**config.mk**
```make
export PLATFORM = sky130hd
export DESIGN_NAME = uart_irq_ctrl
export DESIGN_NICKNAME = d
export VERILOG_FILES = /design/src/rtl/uirq_pkg.sv /design/src/rtl/uirq_live.sv /design/src/rtl/uirq_sticky.sv /design/src/rtl/uirq_mask.sv /design/src/rtl/uart_irq_ctrl.sv
export SDC_FILE = /design/constraint.sdc
export NUM_CORES = 1
export LEC_CHECK = 0
export ABC_CLOCK_PERIOD_IN_PS = 1600
export BUFFER_PORTS_ARGS = -buffer_cell sky130_fd_sc_hd__buf_2
export CORE_MARGIN = 2
export CORE_UTILIZATION = 49
export CTS_CLUSTER_DIAMETER = 40
export DETAILED_ROUTE_END_ITERATION = 8
export GPL_ROUTABILITY_DRIVEN = 0
export PLACE_DENSITY = 0.78
export SLEW_MARGIN = 25
export SYNTH_ARGS = -nofsm -noshare
export SYNTH_HDL_FRONTEND = slang
export SYNTH_SLANG_ARGS = --single-unit
```
**constraint.sdc**
```tcl
create_clock -name clk -period 1.6 [get_ports clk]
set_input_delay 0.32 -clock clk [delete_from_list [all_inputs] [get_ports clk]]
set_output_delay 0.32 -clock clk [all_outputs]
set_load 0.005 [all_outputs]
```
**src/rtl/uirq_pkg.sv**
```systemverilog
package uirq_pkg;

  localparam int DW = 32;

  // sticky/mask bit positions (neighbouring software decodes these)
  localparam int B_RX_TRIG  = 0;
  localparam int B_RX_EMPTY = 1;
  localparam int B_RX_FULL  = 2;
  localparam int B_TX_EMPTY = 3;
  localparam int B_TX_FULL  = 4;
  localparam int B_RX_OVR   = 5;
  localparam int B_FRAME    = 6;
  localparam int B_PARITY   = 7;
  localparam int B_RX_TMO   = 8;
  localparam int B_MODEM    = 9;
  localparam int B_TX_TRIG  = 10;
  localparam int B_TX_OVR   = 12;

  // TX trigger position in the live word differs from the sticky word
  localparam int L_TX_TRIG  = 13;

  localparam logic [DW-1:0] IMPL_BITS = 32'h0000_17FF;
  localparam logic [DW-1:0] LIVE_FOLD = 32'h0000_001F;

  localparam int A_MSET   = 0;
  localparam int A_MCLR   = 1;
  localparam int A_MASK   = 2;
  localparam int A_STICKY = 3;
  localparam int A_LIVE   = 4;

endpackage

```
**src/rtl/uirq_live.sv**
```systemverilog
module uirq_live
  import uirq_pkg::*;
#(
  parameter int FIFO_DEPTH = 16,
  localparam int CW = $clog2(FIFO_DEPTH + 1)
) (
  input  logic [CW-1:0] rx_level_i,
  input  logic [CW-1:0] rx_thresh_i,
  input  logic [CW-1:0] tx_level_i,
  input  logic [CW-1:0] tx_thresh_i,
  output logic [DW-1:0] live_o
);

  localparam logic [CW-1:0] FULL_LVL = CW'(FIFO_DEPTH);

  always_comb begin
    live_o             = '0;
    live_o[B_RX_TRIG]  = (rx_level_i >= rx_thresh_i);
    live_o[B_RX_EMPTY] = (rx_level_i == '0);
    live_o[B_RX_FULL]  = (rx_level_i == FULL_LVL);
    live_o[B_TX_EMPTY] = (tx_level_i == '0);
    live_o[B_TX_FULL]  = (tx_level_i == FULL_LVL);
    live_o[L_TX_TRIG]  = (tx_level_i >= tx_thresh_i);
  end

endmodule

```
**src/rtl/uirq_sticky.sv**
```systemverilog
module uirq_sticky
  import uirq_pkg::*;
(
  input  logic          clk,
  input  logic          rst_ni,
  input  logic [DW-1:0] set_i,
  input  logic          clr_en_i,
  input  logic [DW-1:0] clr_i,
  output logic [DW-1:0] q_o
);

  logic [DW-1:0] q_n;
  logic [DW-1:0] clr_eff;

  always_comb begin
    clr_eff = clr_en_i ? clr_i : '0;
    // a new set wins over a same-cycle clear
    q_n     = ((q_o & ~clr_eff) | set_i) & IMPL_BITS;
  end

  always_ff @(posedge clk or negedge rst_ni) begin
    if (!rst_ni) q_o <= '0;
    else         q_o <= q_n;
  end

  // every set source is present one cycle later
  a_r6_set_lands: assert property (@(posedge clk) disable iff (!rst_ni)
    1'b1 |=> ((q_o & $past(set_i & IMPL_BITS)) == $past(set_i & IMPL_BITS)));

  // written ones without a competing set are gone
  a_r5_w1c: assert property (@(posedge clk) disable iff (!rst_ni)
    clr_en_i |=> ((q_o & $past(clr_i & ~set_i)) == '0));

  // unimplemented bits never appear
  a_r9_impl_only: assert property (@(posedge clk) disable iff (!rst_ni)
    ((q_o & ~IMPL_BITS) == '0));

endmodule

```
**src/rtl/uirq_mask.sv**
```systemverilog
module uirq_mask
  import uirq_pkg::*;
(
  input  logic          clk,
  input  logic          rst_ni,
  input  logic          set_en_i,
  input  logic          clr_en_i,
  input  logic [DW-1:0] wdata_i,
  output logic [DW-1:0] q_o
);

  logic [DW-1:0] q_n;
  logic          upd;

  always_comb begin
    upd = set_en_i | clr_en_i;
    q_n = q_o;
    if (set_en_i) q_n = q_o | (wdata_i & IMPL_BITS);
    if (clr_en_i) q_n = q_o & ~wdata_i;
  end

  always_ff @(posedge clk or negedge rst_ni) begin
    if (!rst_ni)  q_o <= '0;
    else if (upd) q_o <= q_n;
  end

  // set port adds written bits
  a_r7_set: assert property (@(posedge clk) disable iff (!rst_ni)
    set_en_i |=> ((q_o & $past(wdata_i & IMPL_BITS)) == $past(wdata_i & IMPL_BITS)));

  // clear port removes written bits
  a_r7_clr: assert property (@(posedge clk) disable iff (!rst_ni)
    clr_en_i |=> ((q_o & $past(wdata_i)) == '0));

  // no port write, no change
  a_r7_hold: assert property (@(posedge clk) disable iff (!rst_ni)
    (!set_en_i && !clr_en_i) |=> $stable(q_o));

endmodule

```
**src/rtl/uart_irq_ctrl.sv**
```systemverilog
module uart_irq_ctrl
  import uirq_pkg::*;
#(
  parameter int FIFO_DEPTH = 16,
  parameter int AW = 3,
  localparam int CW = $clog2(FIFO_DEPTH + 1)
) (
  input  logic          clk,
  input  logic          rst_n,
  input  logic          bus_we,
  input  logic [AW-1:0] bus_addr,
  input  logic [31:0]   bus_wdata,
  output logic [31:0]   bus_rdata,
  input  logic [CW-1:0] rx_level,
  input  logic [CW-1:0] rx_thresh,
  input  logic [CW-1:0] tx_level,
  input  logic [CW-1:0] tx_thresh,
  input  logic          ev_rx_overrun,
  input  logic          ev_framing,
  input  logic          ev_parity,
  input  logic          ev_rx_timeout,
  input  logic          ev_modem,
  input  logic          ev_tx_overrun,
  output logic          irq
);

  // reset: asserted asynchronously, released on the clock
  logic [1:0] rst_pipe;
  logic       rst_sn;

  always_ff @(posedge clk or negedge rst_n) begin
    if (!rst_n) rst_pipe <= 2'b00;
    else        rst_pipe <= {rst_pipe[0], 1'b1};
  end
  assign rst_sn = rst_pipe[1];

  logic [DW-1:0] live_w;
  logic [DW-1:0] set_vec;
  logic [DW-1:0] sticky_q;
  logic [DW-1:0] mask_q;
  logic          wr_mset, wr_mclr, wr_sticky;
  logic          irq_n;

  always_comb begin
    wr_mset   = bus_we && (bus_addr == AW'(A_MSET));
    wr_mclr   = bus_we && (bus_addr == AW'(A_MCLR));
    wr_sticky = bus_we && (bus_addr == AW'(A_STICKY));
  end

  uirq_live #(.FIFO_DEPTH(FIFO_DEPTH)) u_live (
    .rx_level_i  (rx_level),
    .rx_thresh_i (rx_thresh),
    .tx_level_i  (tx_level),
    .tx_thresh_i (tx_thresh),
    .live_o      (live_w)
  );

  always_comb begin
    set_vec            = live_w & LIVE_FOLD;
    set_vec[B_TX_TRIG] = live_w[L_TX_TRIG];
    set_vec[B_RX_OVR]  = ev_rx_overrun;
    set_vec[B_FRAME]   = ev_framing;
    set_vec[B_PARITY]  = ev_parity;
    set_vec[B_RX_TMO]  = ev_rx_timeout;
    set_vec[B_MODEM]   = ev_modem;
    set_vec[B_TX_OVR]  = ev_tx_overrun;
  end

  uirq_sticky u_sticky (
    .clk      (clk),
    .rst_ni   (rst_sn),
    .set_i    (set_vec),
    .clr_en_i (wr_sticky),
    .clr_i    (bus_wdata),
    .q_o      (sticky_q)
  );

  uirq_mask u_mask (
    .clk      (clk),
    .rst_ni   (rst_sn),
    .set_en_i (wr_mset),
    .clr_en_i (wr_mclr),
    .wdata_i  (bus_wdata),
    .q_o      (mask_q)
  );

  always_comb irq_n = |(mask_q & sticky_q);

  always_ff @(posedge clk or negedge rst_sn) begin
    if (!rst_sn) irq <= 1'b0;
    else         irq <= irq_n;
  end

  always_comb begin
    case (bus_addr)
      AW'(A_MASK):   bus_rdata = mask_q;
      AW'(A_STICKY): bus_rdata = sticky_q;
      AW'(A_LIVE):   bus_rdata = live_w;
      default:       bus_rdata = '0;
    endcase
  end

  // irq rises only after a non-empty overlap
  a_r8_rise: assert property (@(posedge clk) disable iff (!rst_sn)
    $rose(irq) |-> $past((mask_q & sticky_q) != 32'h0));

  // irq falls only after the overlap emptied
  a_r8_fall: assert property (@(posedge clk) disable iff (!rst_sn)
    $fell(irq) |-> $past((mask_q & sticky_q) == 32'h0));

  // empty and full exclusive
  a_r2_excl: assert property (@(posedge clk) disable iff (!rst_sn)
    !(live_w[B_RX_EMPTY] && live_w[B_RX_FULL]));

endmodule

```
### Word level (Yosys, flattened, before mapping)

Index checks and enable logic that the tools add are counted.
Widths: inputs -> output; s select.

* flip-flop bits (word level): 47
* word-level logic and storage cells: 33

* magnitude comparators: 2
* equal/unequal tests: 6
* multiplexer cells: 4
* bitwise logic cells: 8
* reductions and logical operators: 9

Operators with widths (number)
* $pmux 32 s3: 1
* $mux 32: 2
* $and 32x13->32: 1
* $and 32x32->32: 1
* $not 32->32: 1
* $or 32x13->32: 1
* $reduce_or 32->1: 1
* $and 13x13->13: 1
* $mux 13: 1
* $not 13->13: 1
* $or 13x13->13: 1
* $eq 5x5->1 const B: 2
* $ge 5x5->1: 2
* $logic_not 5->1: 2
* $eq 3x2->1 const B: 2
* $eq 3x1->1 const B: 1
* $eq 3x3->1 const B: 1
* $logic_and 1x1->1: 3
* $logic_not 3->1: 1
* $reduce_and 2->1: 1
* $reduce_bool 2->1: 1
* $or 1x1->1: 1

### Longest topological paths before layout

* depth in word-level cells: 6
* depth in mapped cells: 5
* mapped depth without buffers: 5

### Modules after synthesis

A second synthesis with hierarchy kept.

* cells, all modules: 317
* area total of the unflattened synthesis: 3195.6 um^2

Modules (own cells, without submodules)
* uirq_mask: times used 1, cells an instance 80, area each 1228.7 um^2
* uart_irq_ctrl: times used 1, cells an instance 112, area each 892.1 um^2
* uirq_sticky: times used 1, cells an instance 58, area each 600.6 um^2
* uirq_live: times used 1, cells an instance 67, area each 474.2 um^2

### Least setup slack after synthesis

Ideal clock, no wire load.

* path type: input-to-output
* start point: in bus_addr[0]
* end point: out bus_rdata[0]
* arrival time: 1070 ps
* slack: 210 ps
* stages: 4
* path buffers: 1
* cells stage by stage: buf_4 > nor3b_4 > nand3_1 > o21ai_0

* cells in the longest elaborated chain, start to end: 2
* elaborated cells between the ends (all ways): 4

RTL lines
* start, declared: line uart_irq_ctrl.sv:11 `input logic [AW-1:0] bus_addr,`
* $eq 3x3->1 / $eq 3x2->1 (equally long branches): line uart_irq_ctrl.sv:95 `case (bus_addr)`
* $pmux 32 s3 *: line uart_irq_ctrl.sv:95
* end, declared: line uart_irq_ctrl.sv:13 `output logic [31:0] bus_rdata,`

Every way passes the cells marked *; elsewhere a longest branch is shown, timed or not.

### Worst setup path in the final report

* start point: in rx_level[0]
* end point: out bus_rdata[0]

* cells in the longest elaborated chain, start to end: 2

RTL lines
* start, declared: line uart_irq_ctrl.sv:14 `input logic [CW-1:0] rx_level,`
* $ge 5x5->1: line uirq_live.sv:18 `live_o[B_RX_TRIG] = (rx_level_i >= rx_thresh_i);`
* $pmux 32 s3: line uart_irq_ctrl.sv:95

No other way between the ends.

==> load_flow_metrics.sql <==
INSERT INTO impl_metrics (metric_group, metric, value, unit) VALUES
('routing', 'route.vias.total', '2151', ''),
('grt', 'grt_remaining_overflow', '0', ''),
('routing', 'detailedRoute.firstPassIterationCount', '4', ''),
('timing', 'skew', '0.00928', 'ns'),
('place', 'place.detailed.hpwl', '4.26', 'mm'),
('die', 'die_width', '75.3', 'um'),
('setup_path', 'cp_common_cell', 'sky130_fd_sc_hd__buf_2', ''),
('setup_path', 'cp_max_fo', '2', ''),
('final_layout', 'finish.net_count', '432', ''),
('setup_path', 'critical_path.startpoint_type', 'input port', ''),
('status', 'status', 'finished, final reports clean', ''),
('grt', 'antenna_violations_before_repair', '0', ''),
('synth', 'syn-num-nets', '313', ''),
('power', 'leakage_power', '1.86', 'nW'),
('setup_path', 'cp-end-kind', 'output port', ''),
('synth', 'number_of_instances_in_the_synthesized_netlist', '239', ''),
('place', 'port_buffers', '96', ''),
('grt', 'grt_start_max_net_pins', '28', ''),
('routing', 'drcViolationCount', '0', ''),
('timing', 'finalCritPeriodShare', '99.0', '%'),
('synth', 'synthArstFlopShare', '100', '%'),
('clocking', 'clock_tree_from_tritoncts', 'yes', ''),
('final_layout', 'area.growth.synth_to_final', '38.6', '%'),
('final_layout', 'antenna_cells_inserted', '0', ''),
('setup_path', 'path_buf_inv', '3', ''),
('die', 'die_area', '0.00567', 'mm^2'),
('timing', 'min_period', '1.58', 'ns'),
('synth', 'synth-edff-count', '0', ''),
('routing', 'routed_wl', '5.94', 'mm'),
('routing', 'antenna_left', '0', ''),
('die', 'row_count', '25', ''),
('setup_path', 'crit_chain', 'buf_2, inv_1, ha_1, nand2b_4, a31oi_4, o21ai_1, buf_2', ''),
('setup_path', 'critical-path-top-delay-family', 'adder cells', ''),
('final_layout', 'final_common_cell', 'sky130_fd_sc_hd__buf_2', ''),
('clocking', 'clkTransAtPathRegs', '0.09', 'ns'),
('routing', 'drt-vias-per-instance', '5.05', ''),
('die', 'initial_utilization', '51.7', '%'),
('synth', 'synth_cell_types', '32', ''),
('clocking', 'cts_sinks', '47', ''),
('setup_path', 'critPathRequiredTime', '1.28', 'ns'),
('synth', 'ys_seq_area_share', '47.2', '%'),
('synth', 'yosys_most_used_dff', 'sky130_fd_sc_hd__dfrtp_1', ''),
('power', 'power_density', '802', 'mW/mm^2'),
('timing', 'timing_max_transition_violations_final', '0', ''),
('clocking', 'clock_path_buffers', '2', ''),
('synth', 'post_synth_instance_area', '0.00249', 'mm^2'),
('run', 'max-cap-violations', '0', ''),
('final_layout', 'mostFrequentLayoutCells', 'sky130_fd_sc_hd__buf_2 (93), sky130_fd_sc_hd__dfrtp_1 (46), sky130_fd_sc_hd__mux2i_1 (23), sky130_fd_sc_hd__nand2_1 (23)', ''),
('place', 'place_area', '0.00315', 'mm^2'),
('setup_path', 'worstSetupPathType', 'input port to output port', ''),
('timing', 'totalNegativeSetupSlack', '0', 'ns'),
('setup_path', 'critical_path.max_stage_delay', '0.29', 'ns'),
('grt', 'global_route.usage.total', '20.7', '%'),
('setup_path', 'cp.arrival', '1.26', 'ns'),
('grt', 'first_pass_grt_wire_length', '8.91', 'mm'),
('setup_path', 'timing.critical_path.slowest_stage_cell', 'sky130_fd_sc_hd__ha_1', ''),
('min_path', 'worstHoldPathType', 'input port to flop', ''),
('timing', 'timing_hold_violations_final', '0', ''),
('timing', 'max_freq', '631', 'MHz'),
('power', 'peak_supply_drop', '0.000584', 'V'),
('clocking', 'cts-buffers-inserted', '5', ''),
('synth', 'synthesis_warning_total', '0', ''),
('final_layout', 'final_area', '0.00345', 'mm^2'),
('synth', 'synth-seq-cells', '47', ''),
('final_layout', 'layout-drive-gt1-share', '40.7', '%'),
('clocking', 'clkLatencyLatePin', '0.29', 'ns'),
('timing', 'grt_setup_unrepaired', 'true', ''),
('die', 'die_height', '75.3', 'um'),
('clocking', 'h-tree-depth', '2', ''),
('synth', 'avgSynthCellArea', '10.4', 'um^2'),
('routing', 'wl_per_cell', '14.0', 'um'),
('die', 'placeableCoreArea', '0.00482', 'mm^2'),
('grt', 'via_count_of_the_first_global_routing_pass', '2103', ''),
('timing', 'setup_viol_count_final', '0', ''),
('routing', 'first_iteration_detailed_routing_drc_count', '67', ''),
('clocking', 'library_cell_used_as_clock_root_buffer', 'sky130_fd_sc_hd__clkbuf_8', ''),
('die', 'ios', '97', '');
worst paths after layout:
check	startpoint	slack, ns	cells after the start	end
setup / recovery	rx_level[0]	0.02	7	bus_rdata[0]
hold / removal	bus_wdata[13]	0.18	2	u_mask.q_o[13]$_DFFE_PN0P_
setup reg to reg	u_sticky.q_o[0]$_DFF_PN0_	0.32	4	irq$_DFF_PN0_
hold reg to reg	rst_pipe[1]$_DFF_PN0_	0.21	0	u_mask.q_o[22]$_DFFE_PN0P_
max in group asynchronous	rst_pipe[1]$_DFF_PN0_	0.89	1	u_sticky.q_o[7]$_DFF_PN0_
min in group asynchronous	rst_pipe[1]$_DFF_PN0_	0.21	0	u_mask.q_o[22]$_DFFE_PN0P_
stage by stage:
stage,total power [mW],utilization [%],setup slack [ns],hold WS [ns],cells
after CTS,2.74,69.0,0.00363,0.175,421
final,2.77,71.7,0.0163,0.180,426
after global routing,2.91,71.7,-0.0532,0.180,426
after detailed placement,1.86,65.4,-0.0696,0.109,409
after floorplan,1.64,-,0.195,0.0244,239
after global placement,1.84,65.4,-0.0580,0.110,409
power breakdown:
part	internal (mW)	total (mW)	switching, mW
clock	0.466	0.856	0.389
sequential	1.28	1.37	0.0875
combinational	0.298	0.542	0.244
routing by layer:
| layer | vias to the layer above | wire length (um) | track usage (%) |
|---|---|---|---|
| met5 | - | 0 | 0 |
| met4 | 0 | 34 | 5.26 |
| met3 | 2 | 241 | 4.50 |
| met2 | 60 | 3020 | 35.6 |
| met1 | 1035 | 2650 | 26.7 |
| li1 | 1054 | - | - |
Yosys cell counts, types with 2 or more instances:
cell type	instances	area, um^2
sky130_fd_sc_hd__buf_2	4	20.0
sky130_fd_sc_hd__nor3b_4	2	37.5
sky130_fd_sc_hd__nor2b_1	2	12.5
sky130_fd_sc_hd__nand2_1	23	86.3
sky130_fd_sc_hd__dfrtp_1	47	1180
sky130_fd_sc_hd__nor4_1	2	12.5
sky130_fd_sc_hd__inv_1	23	86.3
sky130_fd_sc_hd__a31oi_1	3	18.8
sky130_fd_sc_hd__ha_1	10	125
sky130_fd_sc_hd__buf_6	3	33.8
sky130_fd_sc_hd__nor2_1	7	26.3
sky130_fd_sc_hd__nand2b_1	3	18.8
sky130_fd_sc_hd__a211oi_1	2	15.0
sky130_fd_sc_hd__and2_1	19	119
sky130_fd_sc_hd__mux2i_1	23	230
sky130_fd_sc_hd__buf_4	2	15.0
sky130_fd_sc_hd__nand3_1	7	35.0
sky130_fd_sc_hd__a21o_1	10	75.1
sky130_fd_sc_hd__a221oi_1	3	26.3
sky130_fd_sc_hd__a22o_1	7	61.3
sky130_fd_sc_hd__a21boi_0	18	135
sky130_fd_sc_hd__o21ai_0	8	40.0
sky130_fd_sc_hd__a21boi_1	2	15.0
worst reg2reg max path, cell delays in order (launching register included):
cell and delay, ns:
sky130_fd_sc_hd__dfrtp_1 0.40, sky130_fd_sc_hd__buf_4 0.14, sky130_fd_sc_hd__a22o_1 0.20, sky130_fd_sc_hd__a221oi_1 0.27, sky130_fd_sc_hd__nand3_1 0.13
cells by family (layout without fill, tap and decap cells):
kind of cell,count (synthesis),after routing,share of synthesized area (%)
AO/OA/AOI/OAI,56,56,16.4
adder cells (fa/ha/maj),10,10,5.02
buffers and inverters,33,153,6.43
flip-flops,47,47,47.2
multiplexers,23,23,9.24
other,1,1,0.151
AND/OR/NAND/NOR,69,69,15.6
cell type report:
class	instances	area, um^2
clock buffer	6	72.6
clock inverter	2	37.5
fill	381	1360
inverter	23	86.3
multi-input combinational	159	1260
sequential	47	1180
tap	67	83.8
timing repair buffer	122	731
what timing repair did:
| item | in CTS | in global routing |
|---|---|---|
| hold endpoints to repair | 2 | 0 |
| resized for setup | 4 | 20 |
| setup buffers | 3 | 5 |
| pin swaps | 3 | 7 |
| setup endpoints to repair | 3 | 24 |
| hold buffers | 1 | 0 |
Note: power is estimated with default switching activity, not from simulation.
